## src/rtl/flash_mp_pkg.sv

```systemverilog
package flash_mp_pkg;
  parameter int MP_PAGE_W = 9;

  typedef enum logic [1:0] {
    OP_READ  = 2'd0,
    OP_PROG  = 2'd1,
    OP_ERASE = 2'd2,
    OP_RSVD  = 2'd3
  } mp_op_e;

  typedef struct packed {
    logic                 en;
    logic                 rd;
    logic                 prog;
    logic                 erase;
    logic [MP_PAGE_W-1:0] base;
    logic [MP_PAGE_W-1:0] size;
  } mp_region_t;

  // Window coverage: base <= page < base + size, end computed one bit wider.
  function automatic logic page_hits(input logic [MP_PAGE_W-1:0] base,
                                     input logic [MP_PAGE_W-1:0] size,
                                     input logic [MP_PAGE_W-1:0] page);
    logic [MP_PAGE_W:0] stop;
    stop = {1'b0, base} + {1'b0, size};
    return (page >= base) && ({1'b0, page} < stop);
  endfunction

  // Select the grant matching the operation; bank erase handled elsewhere.
  function automatic logic grant_for(input mp_op_e op, input logic rd,
                                     input logic prog, input logic erase);
    case (op)
      OP_READ:  return rd;
      OP_PROG:  return prog;
      OP_ERASE: return erase;
      default:  return 1'b0;
    endcase
  endfunction
endpackage

```

## src/rtl/flash_mp_region.sv

```systemverilog
module flash_mp_region
  import flash_mp_pkg::*;
(
  input  logic                 clk,
  input  logic                 rst_n,
  input  logic                 wr,
  input  logic                 lock_clr,
  input  mp_region_t           wcfg,
  input  logic [MP_PAGE_W-1:0] page,
  output mp_region_t           cfg_q,
  output logic                 unlocked,
  output logic                 hit
);
  always_ff @(posedge clk or negedge rst_n) begin
    if (!rst_n) begin
      cfg_q    <= '0;
      unlocked <= 1'b1;
    end else begin
      if (wr && unlocked) cfg_q <= wcfg;
      if (lock_clr)       unlocked <= 1'b0;
    end
  end

  assign hit = cfg_q.en && page_hits(cfg_q.base, cfg_q.size, page);
endmodule

```

## src/rtl/flash_mp_bank.sv

```systemverilog
module flash_mp_bank (
  input  logic clk,
  input  logic rst_n,
  input  logic wr,
  input  logic lock_clr,
  input  logic wen,
  output logic erase_en,
  output logic unlocked
);
  always_ff @(posedge clk or negedge rst_n) begin
    if (!rst_n) begin
      erase_en <= 1'b0;
      unlocked <= 1'b1;
    end else begin
      if (wr && unlocked) erase_en <= wen;
      if (lock_clr)       unlocked <= 1'b0;
    end
  end
endmodule

```

## src/rtl/flash_mp_pick.sv

```systemverilog
module flash_mp_pick
  import flash_mp_pkg::*;
#(
  parameter int N     = 8,
  parameter int IDX_W = (N > 1) ? $clog2(N) : 1
) (
  input  logic [N-1:0]     hits,
  input  mp_region_t       cfg [N],
  output logic             found,
  output mp_region_t       win,
  output logic [IDX_W-1:0] win_idx
);
  // Scan from the top index down so the lowest covering index is kept last.
  always_comb begin
    found   = 1'b0;
    win     = '0;
    win_idx = '0;
    for (int i = N - 1; i >= 0; i--) begin
      if (hits[i]) begin
        found   = 1'b1;
        win     = cfg[i];
        win_idx = IDX_W'(i);
      end
    end
  end
endmodule

```

## src/rtl/flash_mp_guard.sv

```systemverilog
module flash_mp_guard
  import flash_mp_pkg::*;
#(
  parameter int NUM_REGIONS = 8,
  parameter int NUM_BANKS   = 2,
  localparam int RSEL_W     = (NUM_REGIONS > 1) ? $clog2(NUM_REGIONS) : 1,
  localparam int BANK_W     = (NUM_BANKS > 1) ? $clog2(NUM_BANKS) : 1
) (
  input  logic                   clk,
  input  logic                   rst_n,
  input  logic                   rgn_wr,
  input  logic [RSEL_W-1:0]      rgn_sel,
  input  logic                   rgn_lock_clr,
  input  logic                   rgn_w_en,
  input  logic                   rgn_w_rd,
  input  logic                   rgn_w_prog,
  input  logic                   rgn_w_erase,
  input  logic [MP_PAGE_W-1:0]   rgn_w_base,
  input  logic [MP_PAGE_W-1:0]   rgn_w_size,
  input  logic                   dflt_wr,
  input  logic                   dflt_w_rd,
  input  logic                   dflt_w_prog,
  input  logic                   dflt_w_erase,
  input  logic                   bank_wr,
  input  logic [BANK_W-1:0]      bank_sel,
  input  logic                   bank_lock_clr,
  input  logic                   bank_w_erase,
  input  logic                   req_valid,
  input  logic [1:0]             req_op,
  input  logic                   req_bank_erase,
  input  logic [MP_PAGE_W-1:0]   req_page,
  input  logic [BANK_W-1:0]      req_bank,
  output logic                   resp_valid,
  output logic                   resp_allow,
  output logic [MP_PAGE_W-1:0]   err_page,
  output logic [BANK_W-1:0]      err_bank,
  output logic [NUM_REGIONS-1:0] rgn_unlocked,
  output logic [NUM_BANKS-1:0]   bank_unlocked
);
  localparam int CFGW = $bits(mp_region_t);

  mp_region_t                    wcfg;
  mp_region_t                    rgn_cfg [NUM_REGIONS];
  logic [NUM_REGIONS-1:0]        rgn_hit;
  logic [NUM_REGIONS*CFGW-1:0]   rgn_cfg_flat;
  logic [NUM_BANKS-1:0]          bank_erase_en;
  logic                          rgn_found;
  mp_region_t                    rgn_win;
  logic [RSEL_W-1:0]             rgn_win_idx;
  logic                          dflt_rd, dflt_prog, dflt_erase;
  mp_op_e                        op;
  logic                          is_bank_erase;
  logic                          verdict;

  assign wcfg = '{en: rgn_w_en, rd: rgn_w_rd, prog: rgn_w_prog,
                  erase: rgn_w_erase, base: rgn_w_base, size: rgn_w_size};

  for (genvar i = 0; i < NUM_REGIONS; i++) begin : g_rgn
    flash_mp_region u_rgn (
      .clk      (clk),
      .rst_n    (rst_n),
      .wr       (rgn_wr && (rgn_sel == RSEL_W'(i))),
      .lock_clr (rgn_lock_clr && (rgn_sel == RSEL_W'(i))),
      .wcfg     (wcfg),
      .page     (req_page),
      .cfg_q    (rgn_cfg[i]),
      .unlocked (rgn_unlocked[i]),
      .hit      (rgn_hit[i])
    );
    assign rgn_cfg_flat[i*CFGW +: CFGW] = rgn_cfg[i];
  end

  for (genvar b = 0; b < NUM_BANKS; b++) begin : g_bank
    flash_mp_bank u_bank (
      .clk      (clk),
      .rst_n    (rst_n),
      .wr       (bank_wr && (bank_sel == BANK_W'(b))),
      .lock_clr (bank_lock_clr && (bank_sel == BANK_W'(b))),
      .wen      (bank_w_erase),
      .erase_en (bank_erase_en[b]),
      .unlocked (bank_unlocked[b])
    );
  end

  flash_mp_pick #(.N(NUM_REGIONS), .IDX_W(RSEL_W)) u_pick (
    .hits    (rgn_hit),
    .cfg     (rgn_cfg),
    .found   (rgn_found),
    .win     (rgn_win),
    .win_idx (rgn_win_idx)
  );

  always_ff @(posedge clk or negedge rst_n) begin
    if (!rst_n) begin
      dflt_rd    <= 1'b0;
      dflt_prog  <= 1'b0;
      dflt_erase <= 1'b0;
    end else if (dflt_wr) begin
      dflt_rd    <= dflt_w_rd;
      dflt_prog  <= dflt_w_prog;
      dflt_erase <= dflt_w_erase;
    end
  end

  assign op            = mp_op_e'(req_op);
  assign is_bank_erase = (op == OP_ERASE) && req_bank_erase;

  always_comb begin
    if (is_bank_erase)   verdict = bank_erase_en[req_bank];
    else if (rgn_found)  verdict = grant_for(op, rgn_win.rd, rgn_win.prog, rgn_win.erase);
    else                 verdict = grant_for(op, dflt_rd, dflt_prog, dflt_erase);
  end

  always_ff @(posedge clk or negedge rst_n) begin
    if (!rst_n) begin
      resp_valid <= 1'b0;
      resp_allow <= 1'b0;
      err_page   <= '0;
      err_bank   <= '0;
    end else begin
      resp_valid <= req_valid;
      resp_allow <= req_valid && verdict;
      if (req_valid && !verdict) begin
        err_page <= req_page;
        err_bank <= req_bank;
      end
    end
  end
endmodule

```

## config.mk

```make
export PLATFORM = sky130hd
export DESIGN_NAME = flash_mp_guard
export DESIGN_NICKNAME = d
export VERILOG_FILES = /design/src/rtl/flash_mp_pkg.sv /design/src/rtl/flash_mp_region.sv /design/src/rtl/flash_mp_bank.sv /design/src/rtl/flash_mp_pick.sv /design/src/rtl/flash_mp_guard.sv
export SDC_FILE = /design/constraint.sdc
export NUM_CORES = 1
export LEC_CHECK = 0
export CAP_MARGIN = 20
export CORE_MARGIN = 3
export CORE_UTILIZATION = 49
export CTS_CLUSTER_SIZE = 14
export DETAILED_ROUTE_END_ITERATION = 12
export DONT_BUFFER_PORTS = 1
export MAX_ROUTING_LAYER = met4
export PLACE_DENSITY_LB_ADDON = 0.05
export REMOVE_ABC_BUFFERS = 1
export SLEW_MARGIN = 20
export SYNTH_ARGS = -nofsm -noshare
export SYNTH_HDL_FRONTEND = slang
export SYNTH_HIERARCHICAL = 1
export SYNTH_SLANG_ARGS = --single-unit
```

## constraint.sdc

```tcl
create_clock -name clk -period 4.98 [get_ports clk]
set_input_delay 0.996 -clock clk [delete_from_list [all_inputs] [get_ports clk]]
set_output_delay 0.996 -clock clk [all_outputs]
set_load 0.01 [all_outputs]
```

==> run summary <==
Hpwl dp - 23500 microns
Fmax - 206 MHz
Worst reg-to-reg setup slack - 120 ps
Leak Pwr - 0.00752 uW
Syn avg cell area - 10.9 sq um
Final Hold Vio Count - 0
Pre-CTS setup slack - -11.1 ps
Maxcap violations - 0
First-pass GRT wire length - 55100 microns
Most common cell after layout, fill and taps aside - ha_1
TritonCTS clock tree - built
Crit. End Element - flop
Clk sink count - 203
Cell Pwr Density - 233 nW/um^2
RSZ-0062 raised after global routing - yes
Finish-stage setup viols - 0
Antenna violations before repair - 2
Core area - 28200 sq um
Hold crit path type - primary input to asynchronous set/reset pin
Clock slew at reported path FFs - 60 ps
Gate Count Post-Synth - 1299
Vias - 9808
Req. time, crit path - 5380 ps
Crit-path max FO - 5
Layout Utilization - 56.0%
CTS Buffer Depth - 3
Syn-to-layout area delta - 10.9%
Root buf cell - clkbuf_16
Maximum VDD drop - 0.000233 V
Number of port buffers - 0
Clock skew - 14.0 ps
H-tree levels - 1
Fraction of layout cells with a size suffix above 1 - 26.1%
Routed wire length - 35300 microns
Commonest cells after routing, fill and taps aside - ha_1, dfrtp_1, mux2_2, inv_1, nor2_1
Total global-route track usage - 23.4%
Synth warnings - 6
Die X - 176 microns
I/O pin total - 73
Slew Viols, Final - 0
WP data arrival - 5260 ps
Initial drt markers - 545
N_diodes - 0
Period minus WS final - 4860 ps
CP Launch Type - flop
Synth Cell Area - 14200 sq um
# DRC - 0
DRT Pass-1 Iters - 5
Vias/cell - 5.75
CP Class - flop to flop
Final period util - 97.7%
Number of global-route vias before repair - 9812
ANT nets after route - 0
Die Y - 176 microns
Placer congestion estimate - 0.828
Overflow after GRT - 0
Initial Utilization - 50.5%
WL/cell - 20.7 microns
Status - complete, no violations
Nets - 1582
Worst setup margin - 115 ps
Die footprint - 31100 sq um
Worst R2R Path Depth - 22
Clk Latency, worst-skew pair - 520 ps
Worst-margin pin slew - 1060 ps
Clock buffer count from CTS - 24
FP Rows - 61
Relative slew slack - 29.2%
Largest net degree at the start of global routing - 204
## state kept, by name, indices dropped and copies added, names as in the netlist, 2 cells and up
signal	cells
g_rgn.u_rgn/cfg_q	176
err_page	9
g_rgn.u_rgn/unlocked	8
g_bank.u_bank/erase_en	2
g_bank.u_bank/unlocked	2
## critical path, cell delays in order, from the launching register on
cell and delay, ps:
dfrtp_1 370, ha_2 190, inv_1 50, fa_2 360, nor2b_2 150, o21ai_2 80, nor2b_1 140, xnor2_1 130
ha_2 190, or4_4 490, o221ai_4 190, a211oi_2 110, a21oi_2 280, nor2b_2 90, a221o_1 330, o2111ai_2 100
a31oi_1 110, mux2_4 270, o311a_4 320, a211oi_4 200, buf_6 150, clkbuf_16 140, mux2_2 320
## metal layers
layer | routed length (microns) | vias to the layer above | GRT usage [%]
met2 | 16000 | 152 | 35.8
met1 | 17400 | 4857 | 33.4
li1 | - | 4757 | -
met3 | 1380 | 42 | 3.29
met4 | 639 | 0 | 4.52
met5 | 0 | - | -
## metrics by stage
step	TNS (ps)	power, uW	std cells	hold slack, ps	cell area (sq um)
6_report	0	3680	1707	179	15800
5_1_grt	-570	3830	1707	155	15800
4_1_cts	0	3720	1692	156	15400
3_5_place_dp	-57.0	1890	1652	488	14600
3_3_place_gp	0	1880	1650	484	14600
2_1_floorplan	0	1850	1263	470	14000
## where the power goes
part,total [uW],internal (uW),switching [uW]
Clock,1810,1110,699
Sequential,1680,1670,16.0
Combinational,188,101,87.4
Total,3680,2880,802
## worst paths after layout
check	start	endpoint
setup reg to reg	g_rgn[6].u_rgn/cfg_q[9]	err_page[8]
setup / recovery	g_rgn[6].u_rgn/cfg_q[9]	err_page[8]
max in group asynchronous	rst_n	g_rgn[4].u_rgn/unlocked
min in group clk	g_rgn[0].u_rgn/cfg_q[21]	g_rgn[0].u_rgn/cfg_q[21]
hold / removal	rst_n	g_rgn[6].u_rgn/cfg_q[13]
hold reg to reg	g_rgn[0].u_rgn/cfg_q[21]	g_rgn[0].u_rgn/cfg_q[21]
## what timing repair did
| item | in CTS | in global routing |
|---|---|---|
| endpoints found under the setup margin | 10 | 10 |
| hold buffers | 0 | 0 |
| resized for setup | 1 | 49 |
| endpoints found under the hold margin | 0 | 0 |
| pin swaps | 0 | 3 |
| setup buffers | 0 | 12 |
| gates cloned | 0 | 1 |
## cell type report
cell class | count | area, sq um
Fill cell | 2447 | 12400
Multi-Input combinational cell | 961 | 8770
Sequential cell | 203 | 5090
Clock buffer | 33 | 686
Tap cell | 378 | 473
Inverter | 99 | 372
Timing Repair Buffer | 26 | 251
Clock inverter | 7 | 115
No activity file was read; power rests on OpenSTA's default activity.
